**config.mk**
```make
export PLATFORM = sky130hd
export DESIGN_NAME = cct_timer16
export DESIGN_NICKNAME = d
export VERILOG_FILES = /design/src/rtl/cct_pkg.sv /design/src/rtl/cct_sync_rise.sv /design/src/rtl/cct_tick_sel.sv /design/src/rtl/cct_timer16.sv
export SDC_FILE = /design/constraint.sdc
export NUM_CORES = 1
export LEC_CHECK = 0
export CAP_MARGIN = 0
export CORE_ASPECT_RATIO = 1.5
export CORE_UTILIZATION = 50
export CTS_CLUSTER_SIZE = 25
export DETAILED_ROUTE_END_ITERATION = 16
export DONT_BUFFER_PORTS = 1
export PLACE_DENSITY_LB_ADDON = 0.1
export SYNTH_ARGS = -nofsm -noshare
export SYNTH_HDL_FRONTEND = slang
export SYNTH_SLANG_ARGS = --single-unit
export TNS_END_PERCENT = 1
```
**constraint.sdc**
```tcl
create_clock -name clk -period 2.3 [get_ports clk]
set_clock_uncertainty 0.2 [all_clocks]
set_input_delay 0.23 -clock clk [delete_from_list [all_inputs] [get_ports clk]]
set_output_delay 0.23 -clock clk [all_outputs]
set_load 0.03 [all_outputs]
```
**src/rtl/cct_pkg.sv**
```systemverilog
package cct_pkg;
  localparam int MODE_W = 16;

  localparam int BIT_CAE = 4;
  localparam int BIT_ONE = 6;
  localparam int BIT_CAP = 8;
  localparam int BIT_CNE = 15;

  localparam logic [MODE_W-1:0] MODE_IMPL_MASK = 16'h8157;

  typedef enum logic [1:0] {
    ADDR_MODE = 2'd0,
    ADDR_CNT  = 2'd1,
    ADDR_CCR  = 2'd2
  } cct_addr_e;
endpackage

```
**src/rtl/cct_sync_rise.sv**
```systemverilog
module cct_sync_rise #(
  parameter int STAGES = 2
) (
  input  logic clk,
  input  logic rst_n,
  input  logic din,
  output logic rise
);
  logic [STAGES:0] sh_q;

  always_ff @(posedge clk or negedge rst_n) begin
    if (!rst_n) sh_q <= '0;
    else        sh_q <= {sh_q[STAGES-1:0], din};
  end

  // sh_q[STAGES-1] is the synchronized level; sh_q[STAGES] is its previous value
  assign rise = sh_q[STAGES-1] & ~sh_q[STAGES];
endmodule

```
**src/rtl/cct_tick_sel.sv**
```systemverilog
module cct_tick_sel #(
  parameter int N_INT = 7,
  parameter int SEL_W = 3
) (
  input  logic [N_INT-1:0] tick_in,
  input  logic             pin_rise,
  input  logic [SEL_W-1:0] sel,
  input  logic             cne,
  output logic             tick
);
  localparam int NSRC = 1 << SEL_W;

  logic [NSRC-1:0] srcs;

  // the top select value is the pin; lower values are internal strobes
  for (genvar i = 0; i < NSRC; i++) begin : g_src
    if (i == NSRC-1) begin : g_pin
      assign srcs[i] = pin_rise;
    end else if (i < N_INT) begin : g_int
      assign srcs[i] = tick_in[i];
    end else begin : g_none
      assign srcs[i] = 1'b0;
    end
  end

  assign tick = cne & srcs[sel];
endmodule

```
**src/rtl/cct_timer16.sv**
```systemverilog
module cct_timer16 import cct_pkg::*; #(
  parameter int W           = 16,
  parameter int SEL_W       = 3,
  parameter int N_INT       = 7,
  parameter int SYNC_STAGES = 2
) (
  input  logic             clk,
  input  logic             rst_n,
  input  logic [N_INT-1:0] tick_in,
  input  logic             pin_in,
  input  logic             cap_in,
  input  logic [1:0]       bus_sel,
  input  logic             bus_wr,
  input  logic [W-1:0]     bus_wdata,
  output logic [W-1:0]     bus_rdata,
  output logic             evt_o
);
  // mode fields
  logic [SEL_W-1:0] src_q;
  logic             cae_q, one_q, capm_q, cne_q;
  // data registers
  logic [W-1:0]     cnt_q, ccr_q;
  logic [W-1:0]     cnt_d, ccr_d, cnt_adv;
  logic [MODE_W-1:0] mode_rd;
  logic             cne_d, evt_d;

  logic pin_rise, cap_rise, tick;
  logic mode_wr, cnt_wr, ccr_wr;
  logic at_cmp, cap_evt, hit;

  cct_sync_rise #(.STAGES(SYNC_STAGES)) u_pin_sync (
    .clk  (clk),
    .rst_n(rst_n),
    .din  (pin_in),
    .rise (pin_rise)
  );

  cct_sync_rise #(.STAGES(SYNC_STAGES)) u_cap_sync (
    .clk  (clk),
    .rst_n(rst_n),
    .din  (cap_in),
    .rise (cap_rise)
  );

  cct_tick_sel #(.N_INT(N_INT), .SEL_W(SEL_W)) u_tick_sel (
    .tick_in (tick_in),
    .pin_rise(pin_rise),
    .sel     (src_q),
    .cne     (cne_q),
    .tick    (tick)
  );

  assign mode_wr = bus_wr && (bus_sel == ADDR_MODE);
  assign cnt_wr  = bus_wr && (bus_sel == ADDR_CNT);
  assign ccr_wr  = bus_wr && (bus_sel == ADDR_CCR);

  assign at_cmp  = !capm_q && (cnt_q == ccr_q);
  assign cap_evt = capm_q && cap_rise;
  assign cnt_adv = (cae_q && at_cmp) ? '0 : cnt_q + 1'b1;
  assign hit     = tick && !cnt_wr && !capm_q && (cnt_adv == ccr_q);

  always_comb begin
    cnt_d = cnt_q;
    if (cnt_wr)                cnt_d = bus_wdata;
    else if (cap_evt && cae_q) cnt_d = '0;
    else if (tick)             cnt_d = cnt_adv;
  end

  always_comb begin
    ccr_d = ccr_q;
    if (ccr_wr)       ccr_d = bus_wdata;
    else if (cap_evt) ccr_d = cnt_q;
  end

  always_comb begin
    cne_d = cne_q;
    if (mode_wr)           cne_d = bus_wdata[BIT_CNE];
    else if (hit && one_q) cne_d = 1'b0;
  end

  assign evt_d = hit || (cap_evt && !ccr_wr);

  always_ff @(posedge clk or negedge rst_n) begin
    if (!rst_n) begin
      src_q  <= '0;
      cae_q  <= 1'b0;
      one_q  <= 1'b0;
      capm_q <= 1'b0;
      cne_q  <= 1'b0;
      cnt_q  <= '0;
      ccr_q  <= '0;
      evt_o  <= 1'b0;
    end else begin
      if (mode_wr) begin
        src_q  <= bus_wdata[SEL_W-1:0];
        cae_q  <= bus_wdata[BIT_CAE];
        one_q  <= bus_wdata[BIT_ONE];
        capm_q <= bus_wdata[BIT_CAP];
      end
      cne_q <= cne_d;
      cnt_q <= cnt_d;
      ccr_q <= ccr_d;
      evt_o <= evt_d;
    end
  end

  always_comb begin
    mode_rd              = '0;
    mode_rd[SEL_W-1:0]   = src_q;
    mode_rd[BIT_CAE]     = cae_q;
    mode_rd[BIT_ONE]     = one_q;
    mode_rd[BIT_CAP]     = capm_q;
    mode_rd[BIT_CNE]     = cne_q;
  end

  always_comb begin
    case (bus_sel)
      ADDR_MODE: bus_rdata = W'(mode_rd);
      ADDR_CNT:  bus_rdata = cnt_q;
      ADDR_CCR:  bus_rdata = ccr_q;
      default:   bus_rdata = '0;
    endcase
  end
endmodule

```
# Word-level counts from Yosys, hierarchy flattened
# Cells that the tools add are included.
dict set report totals {
  ff_bits 46
  in_bits 30
  out_inout_bits 17
  word_cells 52
}
dict set report op_classes {
  bitwise 5
  add_sub_neg 1
  reduce_logical 20
  eq_ne 4
  n_lt_le_gt_ge 1
  n_mux 11
}
# cell n
set op_table {}
lappend op_table {{$mux 16} 6}
lappend op_table {{$pmux 16 s3} 1}
lappend op_table {{$eq 16x16->1} 2}
lappend op_table {{$add 16x1->16 const B} 1}
lappend op_table {{$logic_and 1x1->1} 12}
lappend op_table {{$lt 3x4->1 const B} 1}
lappend op_table {{$reduce_bool 2->1} 2}
lappend op_table {{$and 1x1->1} 3}
lappend op_table {{$bmux 1 s3} 1}
lappend op_table {{$logic_not 1->1} 3}
lappend op_table {{$mux 1} 3}
lappend op_table {{$reduce_bool 3->1} 1}
lappend op_table {{$eq 2x1->1 const B} 1}
lappend op_table {{$eq 2x2->1 const B} 1}
lappend op_table {{$logic_not 2->1} 1}
lappend op_table {{$not 1->1} 2}
lappend op_table {{$logic_or 1x1->1} 1}

# Depth between registers and ports, before layout
# Gate-level depths: netlist of the first run.
dict set report logic_depth {
  depth_word 11
  mapped_depth 10
}

# By module
# From an unflattened synthesis of the first run, not the netlist that was laid out.
dict set report hier_totals {
  cells_unflattened 393
  area_unflattened_um2 3324.4
}
# module seq_area_each_um2 area_each_um2 n_inst cells_per_inst
set by_module_without_submodules {}
lappend by_module_without_submodules {cct_timer16 1001.0 3075.4 1 378}
lappend by_module_without_submodules {cct_sync_rise 75.1 88.8 2 4}
lappend by_module_without_submodules {cct_tick_sel 0.0 71.3 1 7}

# Worst setup path before layout of the first run
# No wires, ideal clock.
dict set report synth_path {
  path_type {register to register}
  startpoint {register cnt_q[4]}
  endpoint {register evt_o}
  setup_time_ps 81
  path_buffers 2
  period_less_slack_ps 2498
  path_stages_with_launch 11
  slack_ps -198
  t_arrival_ps 2216
  required_time_ps 2019
  path_cell_list {dfrtp_1 -> buf_4 -> and4_1 -> buf_2 -> nand4_1 -> xor2_1 -> o22ai_1 -> o21a_1 -> o22a_1 -> or4_1 -> o22ai_2}
}
dict set report synth_via {
  elab_chain_cells 7
  elab_cells_between_ends 8
}
# element line
set synth_lines {}
lappend synth_lines {{start: declaration} cct_timer16.sv:22} ;# logic [W-1:0] cnt_q, ccr_q;
lappend synth_lines {{start signal: assignment} cct_timer16.sv:101} ;# cnt_q <= cnt_d;
lappend synth_lines {{branches (longest 3 deep; another with $add 16x1->16)} -}
lappend synth_lines {{$mux 16 (*)} cct_timer16.sv:59} ;# assign cnt_adv = (cae_q && at_cmp) ? '0 : cnt_q + 1'b1;
lappend synth_lines {{$eq 16x16->1 (*)} cct_timer16.sv:60} ;# assign hit = tick && !cnt_wr && !capm_q && (cnt_adv == ccr_q);
lappend synth_lines {{$logic_and 1x1->1 (*)} cct_timer16.sv:60}
lappend synth_lines {{$logic_or 1x1->1 (*)} cct_timer16.sv:81} ;# assign evt_d = hit || (cap_evt && !ccr_wr);
lappend synth_lines {{via evt_d} cct_timer16.sv:25} ;# logic cne_d, evt_d;
lappend synth_lines {{end signal: assignment} cct_timer16.sv:103} ;# evt_o <= evt_d;
lappend synth_lines {{end: declaration} cct_timer16.sv:16} ;# output logic evt_o
# Mark *: on every way through the listed nets, which the timed path passes.
# A chain may end at the register's enable or synchronous reset.

# Worst setup path in the final report of the first run
dict set report layout_path {
  startpoint {register cnt_q[5]}
  endpoint {register evt_o}
}
# Same word-level chain as after synthesis.

==> summary.txt, run 1 <==
Logic synthesis
  – Post-synthesis compound-gate area fraction: 21.2%
  – Mean Syn Cell Area: ~8.6 um^2
  – Post-synth EDFFs: 0
  – Yosys cell types: 60
  – Flops & latches, synth: 46
  – Top post-synthesis cells by count: 47 x nand2_1, 46 x dfrtp_1, 38 x o21ai_0, 33 x a21oi_1, 25 x nor2_1
  – Adder-cell share of the synthesized area: 0.373%
  – Seq/Total Area, Yosys: 34.3%
  – Mux cell area share after synthesis: about a tenth
  – Primary FF master, synth: dfrtp_1
  – Cell Area, Synth: 3360 um^2
  – Simple-Gate Fraction of Synth Area: 21.7%
  – Combinational family with the most area after synthesis: simple AND/OR/NAND/NOR gates
  – Post-Synth XOR/XNOR Area: 6.78%
  – Count leader, synth: nand2_1
  – Ys async rst share: 100%
  – Top post-synthesis cells by area: dfrtp_1 34%, mux2i_1 6.3%, o21ai_0 5.7%
  – Cells after Synth: between 300 and 400
  – Synth area leader: dfrtp_1
  – Syn nets: 422
  – Top cell type's share of synthesized area: 34.3%
  – Synth warn: 0

STA
  – Setup repair after global routing missed its margin: true
  – Fin. Hold Viols: 0
  – Worst slew margin: 67.3%
  – Slew Limit Fails: 0
  – Slew @ Worst Pin: 0.490 ns
  – Worst setup margin: -0.385 ns
  – Final setup viols: 3
  – Tmin final: 2.68 ns
  – Top achievable clock speed: ~0.37 GHz
  – Final cycle utilization of the critical path: 117%
  – Setup TNS Final: -0.713 ns

Global route
  – First-pass GRT wire length: about 18000 um
  – Largest net degree at the start of global routing: 47
  – GRT overflow: 0
  – Vias in the first global route: 3493
  – Antenna violations before repair: 0
  – All-Layer GR Usage: 36.2%

Floorplanning
  – Die Area: between 7000 and 8000 um^2
  – Total I/O pin count: 47
  – Total core area: 6490 um^2
  – Die height: 102 um
  – Die W: a little under 70 um
  – Row count: 36
  – Initial Util: 51.8%

Worst setup path
  – Setup crit end kind: flop
  – CP max FO: 5
  – Arr. time, crit path: 2.72 ns
  – Crit Path Category: flop to flop
  – Slowest CP cell: or4_1
  – Startpoint types: flop
  – Crit path required time: 2.34 ns
  – CP max stage delay: roughly 0.44 ns
  – Crit-path cells: buf_4 -> nand4_4 -> nor4_2 -> xnor2_1 -> buf_4 -> o211ai_1 -> nor2_1 -> o211ai_1 -> or4_1 -> o22ai_2

Clocking
  – Cts bufs inserted: 5
  – Clock sink count: 46
  – Longest Clk Path Bufs: 2
  – Clock root buffer: clkbuf_8
  – CTS tree: built
  – Clock Latency Late Sink: 0.32 ns
  – H-tree Lvls: 2
  – Clock-pin slew of the registers on the worst-case setup and hold paths: 0.09 ns

Detailed routing
  – Via density per instance: ~6
  – DR WL/cell: 20.8 um
  – WL final: 11900 um
  – Pre-Repair DR Iteration Count: 4
  – Initial DRC count: 232
  – Total number of vias: 3454
  – Number of remaining DRC errors: 0
  – Final ANT Viol Nets: 0

Cells and area
  – Post-route core utilization: between 70% and 80%
  – Fillers: 521
  – Final Instance Area: 4620 um^2
  – Nets: between 500 and 600
  – Antenna fix cells: 0
  – Layout cell share with drive strength beyond 1: 33.3%
  – Area grow syn2layout: 37.5%

Placement
  – Post-DP HPWL: approximately 8900 um
  – Count of input and output buffers: 0
  – Routability Congestion: 0.955
  – Placed cell area: 4150 um^2

Run
  – Max-Cap Viols: 0

Outcome
  – Status: finished, violations left
  – Violated checks: setup timing

Worst hold path
  – Hold WC Path Type: input pin to flop

Pwr
  – Pwr per Cell Area: 971 nW/um^2
  – Worst IR Drop VDD: 0.541 mV
  – Leakage: 0.00207 uW
per-layer routing:
metal,global-route usage (%),up-vias,routed length (um)
met5,0,-,0
li1,-,1617,-
met2,63.0,122,6200
met4,18.1,0,431
met3,5.13,27,633
met1,41.9,1688,4670
power breakdown:
part           internal (uW)  total (uW)  switching, uW
clock                    242         544            302
sequential              1020        1270            250
combinational           1330        2670           1330
registers in the layout, summed over array words and instances, names as in the netlist:
| register | flops |
|---|---|
| ccr_q | 16 |
| cnt_q | 16 |
| src_q | 3 |
| u_cap_sync.sh_q | 3 |
| u_pin_sync.sh_q | 3 |
| cae_q | 1 |
| capm_q | 1 |
| cne_q | 1 |
| evt_o | 1 |
| one_q | 1 |
area by class of cell:
class | count | area [um^2] | share of cell area, %
multi-input combinational | 303 | 2150 | 46.5
sequential | 46 | 1150 | 25.0
timing repair buffer | 135 | 1100 | 23.9
tap | 76 | 95.1 | 2.06
clock buffer | 6 | 82.6 | 1.79
inverter | 6 | 22.5 | 0.488
clock inverter | 2 | 12.5 | 0.271
cell usage in the layout (no fill, tap or decap), types with 5 or more instances in the layout:
cell type | netlist | final
clkbuf_8 | 0 | 6
nor2_1 | 25 | 24
and3_1 | 7 | 6
xnor2_2 | 0 | 7
xnor2_1 | 21 | 14
buf_4 | 3 | 111
inv_1 | 6 | 6
a22o_1 | 14 | 14
mux2i_1 | 21 | 21
nand3_1 | 7 | 6
o21ai_0 | 38 | 36
dfrtp_1 | 46 | 43
nor2b_1 | 5 | 5
mux2_2 | 7 | 7
xor2_1 | 5 | 5
nand2_1 | 47 | 45
nand4_1 | 8 | 8
dlygate4sd3_1 | 0 | 19
a21oi_1 | 33 | 31
final timing paths:
check                                        startpoint                      endpoint  slack (ns)  cells past startpoint
max                                cnt_q[5]$_DFFE_PN0P_               evt_o$_DFF_PN0_       -0.38                     10
min                                          bus_sel[1]             one_q$_DFFE_PN0P_        0.06                      4
max reg2reg                        cnt_q[5]$_DFFE_PN0P_               evt_o$_DFF_PN0_       -0.38                     10
min reg2reg                u_pin_sync.sh_q[0]$_DFF_PN0_  u_pin_sync.sh_q[1]$_DFF_PN0_        0.17                      0
max in group asynchronous                         rst_n          cnt_q[0]$_DFFE_PN0P_        1.45                      2
min in group asynchronous                         rst_n         cnt_q[13]$_DFFE_PN0P_        0.20                      2
logic make-up after synthesis:
kind of cell	after synthesis
AOI/OAI and AO/OA	113
buffers and inverters	42
muxes	30
xor gates and xnor gates	26
adders and majority gates	1
and+or+nand+nor	133
DFF	46
worst max-delay path: cells and delay by family, from the launching register on:
family,cells,cell delay (ns)
and+or+nand+nor,4,1.07
DFF,1,0.39
AOI/OAI and AO/OA,3,0.33
buffers and inverters,2,0.33
xor gates and xnor gates,1,0.27
metrics by stage:
step | instances | hold slack (ns) | setup slack (ns) | total power, uW
after global placement | 540 | -0.265 | -0.545 | 3670
after floorplan | 391 | -0.266 | -0.147 | 2620
final | 574 | 0.0647 | -0.385 | 4480
after detailed placement | 540 | -0.265 | -0.552 | 3700
after CTS | 573 | 0.0659 | -0.370 | 4420
after global routing | 574 | 0.0684 | -0.499 | 4710
repair_timing:
action                                 4_1_cts  5_1_grt
cloned                                       0        0
pin swaps                                    4        6
setup endpoints to repair                   15       18
endpoints found under the hold margin       87        0
setup buffers                                5        1
gates resized for setup                     15       11
hold buffers                                20        0
(Power assumes the default switching activity.)
==> run 2: changes to the inputs <==
ABC_AREA = 1   (was not set)
TNS_END_PERCENT = not set   (was 1)
==> summary.txt, run 2 <==
Pwr
  – Worst IR Drop VDD: 0.721 mV
  – Leakage: 0.00238 uW
  – Pwr Total: 5590 uW
  – Pwr per Cell Area: 1230 nW/um^2

Worst setup path
  – CP max FO: 8
  – Startpoint types: flop
  – Crit Path Category: flop to flop
  – Arr. time, crit path: 2.38 ns
  – Crit path required time: 2.32 ns
  – Setup crit end kind: flop

Detailed routing
  – Number of remaining DRC errors: 0
  – Final ANT Viol Nets: 0
  – Initial DRC count: 313
  – Total number of vias: approximately 3900
  – WL final: 12200 um
  – Via density per instance: between 5 and 6
  – Pre-Repair DR Iteration Count: 5
  – DR WL/cell: between 15 and 20 um

STA
  – Fin. Hold Viols: 0
  – Slew @ Worst Pin: 0.422 ns
  – Setup repair after global routing missed its margin: true
  – Final cycle utilization of the critical path: 102%
  – Final setup viols: 1
  – Final hold slack: 0.137 ns
  – Tmin final: roughly 2.4 ns
  – Worst setup margin: -0.0558 ns
  – Slew Limit Fails: 0
  – Setup TNS Final: -0.0558 ns
  – Top achievable clock speed: approximately 0.42 GHz
  – Worst slew margin: 71.8%

Logic synthesis
  – Combinational family with the most area after synthesis: simple AND/OR/NAND/NOR gates
  – Top post-synthesis cells by area: dfrtp_1 35%, nand2_1 22%, inv_1 6.4%
  – Post-synthesis compound-gate area fraction: 12.6%
  – Top post-synthesis cells by count: 197 x nand2_1, 56 x inv_1, 56 x nor2_1, 46 x dfrtp_1, 37 x nand3_1
  – Synth area leader: dfrtp_1
  – Ys async rst share: 100%
  – Seq/Total Area, Yosys: 34.9%
  – Mux cell area share after synthesis: less than 1%
  – Top cell type's share of synthesized area: 34.9%
  – Yosys cell types: 27
  – Simple-Gate Fraction of Synth Area: approximately two fifths
  – Mean Syn Cell Area: around 6.5 um^2
  – Cell Area, Synth: 3300 um^2
  – Synth warn: 0
  – Syn nets: roughly 540
  – Count leader, synth: nand2_1
  – Post-synth EDFFs: 0
  – Cells after Synth: 510
  – Flops & latches, synth: 46
  – Primary FF master, synth: dfrtp_1
  – Post-Synth XOR/XNOR Area: 2.12%
  – Adder-cell share of the synthesized area: less than 1%

Floorplanning
  – Die Area: 6930 um^2
  – Total I/O pin count: 47
  – Die W: 68.3 um
  – Total core area: approximately 6300 um^2
  – Die height: slightly above 100 um
  – Initial Util: 52.7%
  – Row count: 35

Cells and area
  – Most frequent cells in the layout: 185 x nand2_1, 87 x buf_4, 50 x inv_1, 50 x nor2_1, 42 x dfrtp_1
  – Post-Layout Cell Count: 693
  – Area grow syn2layout: 38.3%
  – Biggest regs: ccr_q: 16 flops, cnt_q: 16 flops
  – Layout cell share with drive strength beyond 1: 25.5%
  – Final Instance Area: 4560 um^2
  – Most common cell after layout, fill and taps aside: nand2_1
  – Nets: 649
  – Antenna fix cells: 0
  – Fillers: 536

Global route
  – Antenna violations before repair: 0
  – All-Layer GR Usage: 36.6%
  – Largest net degree at the start of global routing: 47
  – First-pass GRT wire length: 18200 um
  – Vias in the first global route: 3747
  – GRT overflow: 0

Clocking
  – Cts bufs inserted: 5
  – Longest Clk Path Bufs: 2
  – Clock root buffer: clkbuf_8
  – Clock Latency Late Sink: 0.31 ns
  – Clock sink count: 46
  – Clock-pin slew of the registers on the worst-case setup and hold paths: 0.10 ns
  – H-tree Lvls: 2
  – CTS tree: built

Worst hold path
  – Hold WC Path Type: input pin to flop

Run
  – Max-Cap Viols: 0

Outcome
  – Status: finished, violations left
  – Violated checks: setup timing

Placement
  – Placed cell area: 3940 um^2
  – Routability Congestion: 0.993
  – Post-DP HPWL: 8710 um
  – Count of input and output buffers: 0
  – Placed Cells: 651
## run 2: layout make-up
cell class	instances	area [um^2]	area share [%]
Timing Repair Buffer	117	1030	22.5
Sequential cell	46	1160	25.3
Clock inverter	3	68.8	1.51
Clock buffer	5	68.8	1.51
Tap cell	74	92.6	2.03
Multi-Input combinational cell	386	1920	42.0
Inverter	62	233	5.10
## run 2: power breakdown
part | leakage (uW) | switching [uW] | total [uW] | internal [uW]
logic | 0.00177 | 1980 | 3490 | 1510
clock network | 0.0000683 | 315 | 751 | 436
registers | 0.000537 | 283 | 1350 | 1070
total | 0.00238 | 2580 | 5590 | 3010
## run 2: worst paths after layout
path / from / end / slack [ns] / cells past startpoint
max in group asynchronous: rst_n / cnt_q[8]$_DFFE_PN0P_ / 1.42 / 2
worst max-delay path: cnt_q[14]$_DFFE_PN0P_ / cne_q$_DFFE_PN0P_ / -0.06 / 15
min in group asynchronous: rst_n / cnt_q[11]$_DFFE_PN0P_ / 0.26 / 2
worst min register to register: u_pin_sync.sh_q[0]$_DFF_PN0_ / u_pin_sync.sh_q[1]$_DFF_PN0_ / 0.16 / 0
worst min-delay path: bus_wr / one_q$_DFFE_PN0P_ / 0.14 / 3
worst max register to register: cnt_q[14]$_DFFE_PN0P_ / cne_q$_DFFE_PN0P_ / -0.06 / 15
## run 2: metrics by stage
| step | util, % | setup WS (ns) |
|---|---|---|
| 2_1_floorplan | - | 0.275 |
| 3_3_place_gp | 62.9 | -0.112 |
| 3_5_place_dp | 62.9 | -0.130 |
| 4_1_cts | 69.6 | 0.00376 |
| 5_1_grt | 72.9 | -0.195 |
| 6_report | 72.9 | -0.0558 |
## run 2: cells by family (layout without fill, tap and decap cells)
| logic type | Yosys count | count (layout) |
|---|---|---|
| AO/OA/AOI/OAI | 59 | 59 |
| XOR/XNOR | 8 | 8 |
| adder cells (fa/ha/maj) | 1 | 1 |
| buffers and inverters | 78 | 187 |
| flip-flops | 46 | 46 |
| multiplexers | 1 | 1 |
| AND/OR/NAND/NOR | 317 | 317 |
## run 2: repair_timing
action,4_1_cts,5_1_grt
pin swaps,2,6
endpoints found under the setup margin,2,2
cloned,0,2
endpoints found under the hold margin,87,0
hold buffers,20,0
setup buffers,5,7
gates resized for setup,9,38
## run 2: per-layer routing
layer	GRT usage [%]	up-vias	wire, um
met4	20.0	0	567
met3	4.62	45	641
li1	-	1883	-
met1	41.8	1813	4760
met5	0	-	0
met2	63.9	181	6190
## run 2: worst max-delay path, stage by stage (launching register included)
cell and delay [ns]:
dfrtp_1 0.40, inv_1 0.07, nand2_1 0.06, nand2_1 0.07
nor2_1 0.11, nand2_1 0.12, nor2_2 0.18, nand3_4 0.16
buf_12 0.18, nand2_2 0.05, xor2_1 0.17, nand2_1 0.12
nor2_2 0.14, nand4_1 0.12, nand2_1 0.07, nand2_1 0.04
==> run 3: changes to the inputs <==
==> constraint.sdc (replaced) <==
create_clock -name clk -period 2.9 [get_ports clk]
set_clock_uncertainty 0.2 [all_clocks]
set_input_delay 0.29 -clock clk [delete_from_list [all_inputs] [get_ports clk]]
set_output_delay 0.29 -clock clk [all_outputs]
set_load 0.01 [all_outputs]
==> summary.txt, run 3 (synthesized netlist as in run 2, its figures left out) <==
Detailed routing
  – Via density per instance: 5.75
  – Initial DRC count: roughly 190
  – Number of remaining DRC errors: 0
  – WL final: about 11000 um
  – DR WL/cell: 18.1 um
  – Pre-Repair DR Iteration Count: 5
  – Total number of vias: 3488
  – Final ANT Viol Nets: 0

Run
  – Max-Cap Viols: 0

Worst setup path
  – Cell family with most CP delay: simple AND/OR/NAND/NOR gates
  – Slowest CP cell: dfrtp_1
  – Crit Path Category: flop to flop
  – Arr. time, crit path: around 2.7 ns
  – Startpoint types: flop
  – Setup crit end kind: flop
  – Top cell by count, worst path: nand2_1
  – CP max FO: 22
  – Buf/Inv on CP: 2
  – Crit-path cells: inv_1 -> nand2_1 -> nand4_1 -> nor2_1 -> nand3_4 -> buf_4 -> nand2_1 -> xor2_1 -> nand2_1 -> nor2_2 -> nand4_1 -> nand2_1 -> nand2_1
  – Crit path required time: approximately 2.9 ns
  – CP max stage delay: approximately 0.5 ns

Clocking
  – Clock-pin slew of the registers on the worst-case setup and hold paths: 0.10 ns
  – Longest Clk Path Bufs: 2
  – Clock sink count: 46
  – Clock Latency Late Sink: 0.30 ns
  – Cts bufs inserted: 5
  – Clock root buffer: clkbuf_8
  – Post-CTS Setup Inserts: 0
  – CTS tree: built
  – H-tree Lvls: 2

Placement
  – Placed Cells: 579
  – Post-DP HPWL: 8310 um
  – Routability Congestion: 0.965
  – Count of input and output buffers: 0

Cells and area
  – Biggest regs: ccr_q: 16 flops, cnt_q: 16 flops
  – Most common cell after layout, fill and taps aside: nand2_1
  – Post-Layout Cell Count: 607
  – Post-route core utilization: 59.2%
  – Nets: 563
  – Area grow syn2layout: 12.3%
  – Most frequent cells in the layout: 197 x nand2_1, 56 x inv_1, 56 x nor2_1
  – Layout cell share with drive strength beyond 1: 7.69%
  – Antenna fix cells: 0

Global route
  – Largest net degree at the start of global routing: between 40 and 50
  – All-Layer GR Usage: roughly 34%
  – Vias in the first global route: 3410
  – Antenna violations before repair: 0
  – GRT overflow: 0
  – First-pass GRT wire length: about 17000 um

STA
  – Setup repair after global routing missed its margin: false
  – Top achievable clock speed: 0.375 GHz
  – Slew @ Worst Pin: roughly 0.83 ns
  – Final cycle utilization of the critical path: 92.0%
  – Final setup viols: 0
  – Fin. Hold Viols: 0
  – Worst slew margin: between 40 and 50%
  – Setup TNS Final: 0 ns
  – Slew Limit Fails: 0
  – Tmin final: 2.67 ns

Floorplanning
  – Initial Util: between 50% and 60%
  – Die W: between 60 and 70 um
  – Row count: 35
  – Total core area: 6260 um^2
  – Die Area: between 6000 and 7000 um^2
  – Total I/O pin count: 47
  – Die height: 101 um

Worst hold path
  – Hold WC Path Type: flop to flop

Pwr
  – Leakage: 0.00191 uW
  – Worst IR Drop VDD: 0.411 mV
  – Pwr per Cell Area: 917 nW/um^2

Outcome
  – Status: complete, no violations
## run 3: cell count changes in the layout (fill, tap and decap cells not counted), moves of 3 or more
cell,before,now
inv_2,12,6
nand2_1,185,197
buf_4,87,11
nand2_2,16,4
nor2_4,3,0
inv_1,50,56
nor2_2,7,4
nor2_1,50,56
dfrtp_1,42,45
buf_6,6,0
dfrtp_2,4,1
## run 3: layer usage
layer / wire length (um) / vias up / track usage [%] / share of wire, %
met3: 568 / 21 / 4.28 / 5.2
met4: 314 / 0 / 12.5 / 2.9
met1: 4280 / 1641 / 39.4 / 39
li1: - / 1702 / - / -
met2: 5810 / 124 / 62.4 / 53
met5: 0 / - / 0 / 0
## run 3: repair_timing
item | CTS | global route
setup endpoints to repair | 0 | 2
hold buffers | 20 | 0
hold endpoints to repair | 87 | 0
resized for setup | 0 | 2
## run 3: worst paths after layout
path	from	endpoint	slack (ns)	depth (start not counted)
hold reg to reg	u_cap_sync.sh_q[0]$_DFF_PN0_	u_cap_sync.sh_q[1]$_DFF_PN0_	0.16	0
max in group asynchronous	rst_n	cnt_q[0]$_DFFE_PN0P_	1.95	2
setup / recovery	cnt_q[6]$_DFFE_PN0P_	cne_q$_DFFE_PN0P_	0.23	13
hold / removal	u_cap_sync.sh_q[0]$_DFF_PN0_	u_cap_sync.sh_q[1]$_DFF_PN0_	0.16	0
setup reg to reg	cnt_q[6]$_DFFE_PN0P_	cne_q$_DFFE_PN0P_	0.23	13
min in group asynchronous	rst_n	ccr_q[11]$_DFFE_PN0P_	0.30	2
## run 3: stage by stage
step	power [uW]	instance area (um^2)	hold WS (ns)	setup slack, ns
after floorplan	2420	3300	-0.206	0.875
after global placement	2900	3380	-0.205	0.156
after detailed placement	2920	3380	-0.205	0.114
after CTS	3380	3700	0.166	0.101
after global routing	3700	3700	0.170	0.0361
final	3400	3700	0.163	0.233
## run 3: layout make-up
class / instances / area, um^2
inverters: 62 / 233
repair buffers: 31 / 300
fillers: 647 / 2560
well taps: 74 / 92.6
multi-input cells: 386 / 1830
clock buffers: 6 / 82.6
flip-flops and latches: 46 / 1150
clock inverters: 2 / 12.5
## run 3: report_power, final
group / total, uW / switching [uW] / internal [uW] / leakage [uW]
Combinational: 1870 / 1230 / 636 / 0.00132
Sequential: 1100 / 261 / 844 / 0.000540
Clock: 423 / 231 / 192 / 0.0000472
Total: 3400 / 1730 / 1670 / 0.00191
